**config.mk**
```make
export PLATFORM = sky130hd
export DESIGN_NAME = ccm_top
export DESIGN_NICKNAME = d
export VERILOG_FILES = /design/src/rtl/ccm_pkg.sv /design/src/rtl/ccm_const_term.sv /design/src/rtl/ccm_round_sum.sv /design/src/rtl/ccm_out_stage.sv /design/src/rtl/ccm_top.sv
export SDC_FILE = /design/constraint.sdc
export NUM_CORES = 1
export LEC_CHECK = 0
export BUFFER_PORTS_ARGS = -buffer_cell sky130_fd_sc_hd__buf_2
export CELL_PAD_IN_SITES_DETAIL_PLACEMENT = 1
export CELL_PAD_IN_SITES_GLOBAL_PLACEMENT = 1
export CORE_ASPECT_RATIO = 1.75
export CORE_MARGIN = 2
export CORE_UTILIZATION = 50
export CTS_BUF_LIST = sky130_fd_sc_hd__clkbuf_4
export DETAILED_ROUTE_END_ITERATION = 10
export HOLD_SLACK_MARGIN = 0.15
export PLACE_DENSITY_LB_ADDON = 0.1
export SETUP_SLACK_MARGIN = 0.02
export SYNTH_ARGS = -nofsm -noshare
export SYNTH_HDL_FRONTEND = slang
export SYNTH_SLANG_ARGS = --single-unit
```
**constraint.sdc**
```tcl
create_clock -name clk -period 6.2 [get_ports clk]
set_input_delay 0.62 -clock clk [delete_from_list [all_inputs] [get_ports clk]]
set_output_delay 0.62 -clock clk [all_outputs]
set_load 0.05 [all_outputs]
```
**src/rtl/ccm_pkg.sv**
```systemverilog
// ccm_pkg: shared helpers for the complex constant multiplier.
// Assumes coefficients fit in a 32-bit signed int.
package ccm_pkg;

    // Magnitude of a signed integer coefficient.
    function automatic int ccm_abs(input int v);
        return (v < 0) ? -v : v;
    endfunction

    // Bits needed to hold a non-negative magnitude, at least one.
    function automatic int ccm_bits(input int mag);
        int n;
        n = 0;
        while ((mag >> n) != 0) n++;
        return (n < 1) ? 1 : n;
    endfunction

    // Larger of two integers.
    function automatic int ccm_max(input int a, input int b);
        return (a > b) ? a : b;
    endfunction

endpackage

```
**src/rtl/ccm_const_term.sv**
```systemverilog
// ccm_const_term: multiplies one input word by one elaborated constant
// using shift-and-add over the set bits of the constant magnitude.
// Assumes SUM_W is wide enough that the product never wraps.
module ccm_const_term import ccm_pkg::*; #(
    parameter int IN_W      = 12,
    parameter int SUM_W     = 22,
    parameter int COEF      = 1,
    parameter bit SIGNED_IN = 1'b1
) (
    input  logic [IN_W-1:0]  x,
    output logic [SUM_W-1:0] term
);
    localparam int MAG = ccm_abs(COEF);
    localparam int NB  = ccm_bits(MAG);

    logic [SUM_W-1:0] x_ext;
    logic [SUM_W-1:0] acc [NB+1];

    // Widen the input to the sum width, with sign or zero fill.
    generate
        if (SIGNED_IN) begin : g_sext
            assign x_ext = {{(SUM_W-IN_W){x[IN_W-1]}}, x};
        end else begin : g_zext
            assign x_ext = {{(SUM_W-IN_W){1'b0}}, x};
        end
    endgenerate

    assign acc[0] = '0;

    // One adder per set bit of the constant magnitude.
    generate
        for (genvar k = 0; k < NB; k++) begin : g_bit
            if (((MAG >> k) & 1) == 1) begin : g_add
                assign acc[k+1] = acc[k] + (x_ext << k);
            end else begin : g_skip
                assign acc[k+1] = acc[k];
            end
        end
    endgenerate

    // Apply the constant's sign.
    generate
        if (COEF < 0) begin : g_neg
            assign term = '0 - acc[NB];
        end else begin : g_pos
            assign term = acc[NB];
        end
    endgenerate

endmodule

```
**src/rtl/ccm_round_sum.sv**
```systemverilog
// ccm_round_sum: adds two exact partial products and a half-ulp constant
// in one sum, then keeps the bits above the DROP guard bits.
// Assumes 1 <= DROP < SUM_W.
module ccm_round_sum #(
    parameter int SUM_W = 22,
    parameter int DROP  = 8,
    parameter int OUT_W = SUM_W - DROP
) (
    input  logic [SUM_W-1:0] a,
    input  logic [SUM_W-1:0] b,
    output logic [OUT_W-1:0] y
);
    localparam logic [SUM_W-1:0] HALF_ULP = {{(SUM_W-1){1'b0}}, 1'b1} << (DROP-1);

    logic [SUM_W-1:0] total;

    // Single accumulation with the rounding constant, then truncation.
    assign total = a + b + HALF_ULP;
    assign y     = total[SUM_W-1:DROP];

endmodule

```
**src/rtl/ccm_out_stage.sv**
```systemverilog
// ccm_out_stage: optional register after the summation, holding the
// last accepted result while the input qualifier is low.
// Assumes synchronous active-low reset.
module ccm_out_stage #(
    parameter int W    = 14,
    parameter bit PIPE = 1'b1
) (
    input  logic         clk,
    input  logic         rst_n,
    input  logic         v_in,
    input  logic [W-1:0] d_re,
    input  logic [W-1:0] d_im,
    output logic         v_out,
    output logic [W-1:0] q_re,
    output logic [W-1:0] q_im
);
    generate
        if (PIPE) begin : g_reg
            // Capture qualified results and track the qualifier.
            always_ff @(posedge clk) begin
                if (!rst_n) begin
                    v_out <= 1'b0;
                    q_re  <= '0;
                    q_im  <= '0;
                end else begin
                    v_out <= v_in;
                    if (v_in) begin
                        q_re <= d_re;
                        q_im <= d_im;
                    end
                end
            end
        end else begin : g_wire
            assign v_out = v_in;
            assign q_re  = d_re;
            assign q_im  = d_im;
        end
    endgenerate

endmodule

```
**src/rtl/ccm_top.sv**
```systemverilog
// ccm_top: fixed-point complex sample times an elaborated complex constant.
// Each output sums two exact shift-add products and one half-ulp constant,
// then truncates to OUT_LSB. Assumes OUT_LSB > IN_LSB - C_FRAC.
module ccm_top import ccm_pkg::*; #(
    parameter int IN_MSB    = 3,
    parameter int IN_LSB    = -8,
    parameter int OUT_LSB   = -8,
    parameter int C_FRAC    = 8,
    parameter int C_RE      = 181,
    parameter int C_IM      = -75,
    parameter bit SIGNED_IN = 1'b1,
    parameter bit PIPE      = 1'b1,
    localparam int IN_W     = IN_MSB - IN_LSB + 1,
    localparam int DROP     = OUT_LSB - IN_LSB + C_FRAC,
    localparam int C_BITS   = ccm_bits(ccm_max(ccm_abs(C_RE), ccm_abs(C_IM))),
    localparam int SUM_W    = IN_W + C_BITS + 2,
    localparam int OUT_W    = SUM_W - DROP
) (
    input  logic             clk,
    input  logic             rst_n,
    input  logic             in_valid,
    input  logic [IN_W-1:0]  in_re,
    input  logic [IN_W-1:0]  in_im,
    output logic             out_valid,
    output logic [OUT_W-1:0] out_re,
    output logic [OUT_W-1:0] out_im
);
    localparam bit ZERO_CONST = (C_RE == 0) && (C_IM == 0);

    logic [OUT_W-1:0] sum_re;
    logic [OUT_W-1:0] sum_im;

    generate
        if (ZERO_CONST) begin : g_zero
            assign sum_re = '0;
            assign sum_im = '0;
        end else begin : g_mult
            logic [SUM_W-1:0] p_rr, p_ii, p_ir, p_ri;

            ccm_const_term #(.IN_W(IN_W), .SUM_W(SUM_W), .COEF(C_RE), .SIGNED_IN(SIGNED_IN))
                u_rr (.x(in_re), .term(p_rr));
            ccm_const_term #(.IN_W(IN_W), .SUM_W(SUM_W), .COEF(-C_IM), .SIGNED_IN(SIGNED_IN))
                u_ii (.x(in_im), .term(p_ii));
            ccm_const_term #(.IN_W(IN_W), .SUM_W(SUM_W), .COEF(C_RE), .SIGNED_IN(SIGNED_IN))
                u_ir (.x(in_im), .term(p_ir));
            ccm_const_term #(.IN_W(IN_W), .SUM_W(SUM_W), .COEF(C_IM), .SIGNED_IN(SIGNED_IN))
                u_ri (.x(in_re), .term(p_ri));

            ccm_round_sum #(.SUM_W(SUM_W), .DROP(DROP), .OUT_W(OUT_W))
                u_sum_re (.a(p_rr), .b(p_ii), .y(sum_re));
            ccm_round_sum #(.SUM_W(SUM_W), .DROP(DROP), .OUT_W(OUT_W))
                u_sum_im (.a(p_ir), .b(p_ri), .y(sum_im));
        end
    endgenerate

    ccm_out_stage #(.W(OUT_W), .PIPE(PIPE)) u_out (
        .clk   (clk),
        .rst_n (rst_n),
        .v_in  (in_valid),
        .d_re  (sum_re),
        .d_im  (sum_im),
        .v_out (out_valid),
        .q_re  (out_re),
        .q_im  (out_im)
    );

endmodule

```
# Word-level counts from Yosys, hierarchy flattened
# Cells that the tools add are included.
[totals]
reg_bits = 29
inputBits = 27
wordCells = 22
[classes]
add_sub_neg = 19
[ops]
columns = ["op", "n"]
rows = [
  ["$add 22x22->22", 2],
  ["$add 22x8->22 const B", 2],
  ["$add 18x19->20", 2],
  ["$add 16x18->19", 2],
  ["$add 17x17->18", 2],
  ["$add 15x16->17", 2],
  ["$add 14x15->16", 2],
  ["$add 12x14->15", 2],
  ["$add 12x13->14", 2],
  ["$sub 1x22->22 const A", 1],
]

# Depth between registers and ports, before layout
[logic_depth]
depth_word = 6
mapped_depth = 26
depth_no_buf = 25

# Modules after synthesis
# Synthesis repeated with hierarchy kept, for this count alone.
[hier_totals]
hier_cells = 1116
area_unflattened_um2 = 9784.4
[by_module_without_submodules]
columns = ["module", "n_inst", "cells_per_inst", "area_per_inst_um2"]
rows = [
  ["ccm_const_term (g_mult.u_rr)", 1, 197, 1709.1],
  ["ccm_const_term (g_mult.u_ri)", 1, 197, 1691.6],
  ["ccm_const_term (g_mult.u_ir)", 1, 179, 1585.3],
  ["ccm_const_term (g_mult.u_ii)", 1, 170, 1403.8],
  ["ccm_round_sum (g_mult.u_sum_im)", 1, 151, 1201.2],
  ["ccm_round_sum (g_mult.u_sum_re)", 1, 130, 1099.8],
  ["ccm_out_stage", 1, 92, 1093.5],
]

# Least setup slack after synthesis
# OpenSTA, ideal clock, no wires.
[synth_timing]
path_type = "input -> register"
from = "input port in_im[7]"
to = "register u_out.q_im[12]"
t_arrival_ps = 5335
required_ps = 6068
path_slack_ps = 733
stages = 25
n_path_buf = 1
cell_sequence = "inv_1 > fa_1 > inv_1 > fa_1 > inv_1 > fa_1 > inv_1 > ha_1 > a21o_1 > a21o_1 > nand3_1 > nand2_1 > a211oi_2 > o21bai_1 > a21oi_1 > xnor2_1 > ha_1 > ha_1 > clkbuf_1 > a21oi_1 > o21ai_0 > nor2_1 > a21oi_1 > xor2_1 > a21oi_1"
[synth_via]
elab_chain_cells = 6
[synth_rtl]
columns = ["item", "line_no", "rtl"]
rows = [
  ["start, declared", "ccm_top.sv:23", "input logic [IN_W-1:0] in_im,"],
  ["$add 12x14->15", "ccm_const_term.sv:34", "assign acc[k+1] = acc[k] + (x_ext << k);"],
  ["$add 15x16->17", "ccm_const_term.sv:34", ""],
  ["$add 17x17->18", "ccm_const_term.sv:34", ""],
  ["$add 18x19->20 (*)", "ccm_const_term.sv:34", ""],
  ["$add 22x22->22 (*)", "ccm_round_sum.sv:18", "assign total = a + b + HALF_ULP;"],
  ["$add 22x8->22 (*)", "ccm_round_sum.sv:18", ""],
  ["end signal, assigned", "ccm_out_stage.sv:29", "q_im <= d_im;"],
  ["end, declared", "ccm_out_stage.sv:15", "output logic [W-1:0] q_im"],
]
# Every way passes the cells marked *; elsewhere a longest branch is shown, timed or not.
# A chain may end at the register's enable or synchronous reset.

# Worst setup path after layout
# Ends and elaborated chain as after synthesis.

==> flow_summary.ini <==
[cts]
clock_sinks = 29
post_cts_resize_count = 0
ctsHoldBuffers = 0
insertion_delay_ns = 0.35
cts_htree_levels = 2
cts.root.buffer_cell = sky130_fd_sc_hd__clkbuf_4
clkSlewWorstSetupHoldPaths_ns = 0.09
cts_inserted_buffers = 5
ctsLongestPathBuffers = 2
post_cts.repair.setup_buffers = 0
cts_tree = done

[worst_setup_path]
timing_worst_setup_path_type = input pin to flip-flop
critical_path_top_delay_cell = sky130_fd_sc_hd__fa_1
worstSetupEndpointType = flip-flop
worstPathMaxFanout = 10
cpPeakStageDelay_ns = 0.52
worst_ep_required_time_ns = 6.41
setup.worst_path.start_class = input pin
cp_data_arrival_time_ns = 5.93

[logic_synthesis]
async_reset_ff_frac = 0
yosysWarningCount = 0
average_instance_area_after_synthesis_um2 = 8.97
synth.net_count = 1238
synthesized_area_fraction_occupied_by_ao_oa_aoi_and_oai_cells = 0.179
synth_top_cells_by_count = sky130_fd_sc_hd__ha_1 (189), sky130_fd_sc_hd__inv_1 (139), sky130_fd_sc_hd__fa_1 (86), sky130_fd_sc_hd__a21oi_1 (66), sky130_fd_sc_hd__xnor2_1 (51)
synth_cell_types = 67
synth-seq-cells = 29
post-synth-top-area-cell = sky130_fd_sc_hd__ha_1
synthCells = 936
dominant_combinational_cell_family_by_area_after_synthesis = adder cells
mapped_cell_area_um2 = 8400
synth-simple-area-share = 0.108
synth-adder-area-share = 0.487
count_leader_synth = sky130_fd_sc_hd__ha_1
netlist_top_cells_area = sky130_fd_sc_hd__ha_1 (28%), sky130_fd_sc_hd__fa_1 (21%), sky130_fd_sc_hd__dfxtp_1 (6.9%)
synth-xor-area-share = 0.0772
part_of_the_yosys_area_used_for_sequential_elements = 0.0691
synth.mux.area_fraction = 0.0131
synth.top_cell.area_share = 0.282
synth_flop_cell = sky130_fd_sc_hd__dfxtp_1
synth_enable_flop_cells = 0

[grt]
grt.overflow.total = 0
antenna_found_initial = 1
via_count_of_the_first_global_routing_pass = 7946
pin_count_of_the_biggest_net_entering_global_routing = 40
grt_usage = 0.270
grt_pass1_wl_um = 37800

[finish]
flow.area_growth_from_synthesis_pct = 7.81
multiInputGateArea_um2 = 7250
nFillCells = 2040
final_net_count = 1301
fin_area_um2 = 9050
register_area_um2 = 581
final_layout_size_suffix_gt1_frac = 0.103

[placement]
dp_hpwl_um = 20700
place.gp.congestion = 0.929
dpl_cell_area_um2 = 9000
port_buffers = 55
dp_slack_ns = 0.0912

[sta]
hold_viol = 0
totalNegativeSetupSlack_ns = 0
achievable-frequency_mhz = 175
worst_slew_pin_slew_ns = 0.752
final_hold_slack_ns = 0.457
max_slew_margin = 0.499
final-max-slew-violation-count = 0
timing.final.crit_period_ns = 5.72
setup_repair_after_global_routing_missed_its_margin = no
layout_worst_path_cycle_share = 0.923
finalSetupViolCount = 0
final.setup.worst_slack_ns = 0.476
fin_worst_skew_ns = 0

[die]
top_level_ports = 56
die_x_um = 102
core_region_um2 = 16400
start_util = 0.511
die_height_um = 175
floorplan.die_area_um2 = 17900
fp-row-count = 62

[flow_run]
max_capacitance_violation_count = 0

[route]
antenna_left = 0
route.vias.total = 6963
drc_violations_left = 0
routed_wirelength_normalized_by_instance_count_um = 18.7
finalWirelength_um = 22900
drt_first_iter_violations = 103
drt-vias-per-instance = 5.69
detailedRoute.firstPassIterationCount = 4

[worst_hold_path]
min-delay-path-class = flip-flop to flip-flop

[outcome]
outcome = finished, final reports clean
==> metal layers <==
| metal | global-route usage | vias to the layer above | wire, µm |
|---|---|---|---|
| met1 | 0.270 | 3461 | 8150 |
| met5 | 0 | - | 0 |
| met4 | 0.124 | 0 | 1050 |
| met3 | 0.0179 | 46 | 490 |
| met2 | 0.542 | 108 | 13200 |
| li1 | - | 3348 | - |
==> worst paths after layout <==
path | start | to | slack, ns | cells after the start
max | in_im[7] | u_out.q_im[12] | 0.48 | 25
min | u_out.q_im[6] | u_out.q_im[6] | 0.46 | 2
max reg2reg | u_out.q_im[11] | u_out.q_im[11] | 5.39 | 3
min reg2reg | u_out.q_im[6] | u_out.q_im[6] | 0.46 | 2
==> state kept, by name, summed over array words and instances (netlist names) <==
signal / flops
u_out.q_re: 14
u_out.v_out: 1
u_out.q_im: 14
==> kinds of logic (layout without fill, tap and decap cells) <==
group,Yosys count,in the layout
adders and majority gates,275,275
AOI/OAI and AO/OA,220,220
and+or+nand+nor,177,177
buffers and inverters,150,213
xor gates and xnor gates,74,74
DFF,29,29
muxes,11,11
other,0,1
==> metrics by stage <==
| step | instances | util |
|---|---|---|
| floorplan | 936 | - |
| CTS | 1223 | 0.550 |
| detailed placement | 1216 | 0.547 |
| finish | 1224 | 0.550 |
| global route | 1224 | 0.550 |
| global placement | 1216 | 0.547 |
==> cell usage in the layout (no fill, tap or decap), types with 11 or more instances in the layout <==
| master | n |
|---|---|
| sky130_fd_sc_hd__mux2i_1 | 11 |
| sky130_fd_sc_hd__xnor2_1 | 51 |
| sky130_fd_sc_hd__buf_2 | 55 |
| sky130_fd_sc_hd__nand2b_1 | 11 |
| sky130_fd_sc_hd__nor2b_1 | 18 |
| sky130_fd_sc_hd__o21bai_1 | 12 |
| sky130_fd_sc_hd__fa_1 | 86 |
| sky130_fd_sc_hd__inv_1 | 139 |
| sky130_fd_sc_hd__o21ai_0 | 29 |
| sky130_fd_sc_hd__a21o_1 | 30 |
| sky130_fd_sc_hd__xor2_1 | 23 |
| sky130_fd_sc_hd__o21ai_1 | 11 |
| sky130_fd_sc_hd__a21oi_1 | 66 |
| sky130_fd_sc_hd__nand3_1 | 16 |
| sky130_fd_sc_hd__buf_4 | 12 |
| sky130_fd_sc_hd__dfxtp_1 | 29 |
| sky130_fd_sc_hd__nor2_1 | 46 |
| sky130_fd_sc_hd__nand2_1 | 42 |
| sky130_fd_sc_hd__ha_1 | 189 |
==> worst max-delay path: cells and delay by family <==
family / cells / cell delay (ns)
compound gates: 9 / 1.63
simple gates: 3 / 0.22
fa+ha+maj: 6 / 2.65
buf+inv: 5 / 0.43
xor+xnor: 2 / 0.36
==> area by class of cell <==
type                       instances  share of cell area
sequential                        29              0.0641
tap                              224              0.0310
timing repair buffer              67              0.0404
antenna                            1            0.000276
inverter                         139              0.0576
clock inverter                     1            0.000415
clock buffer                       6             0.00498
multi-input combinational        757               0.801
Power is left out: the tool's default activity adds up to more than one toggle a clock period on the data nets, which glitch-free logic cannot reach.
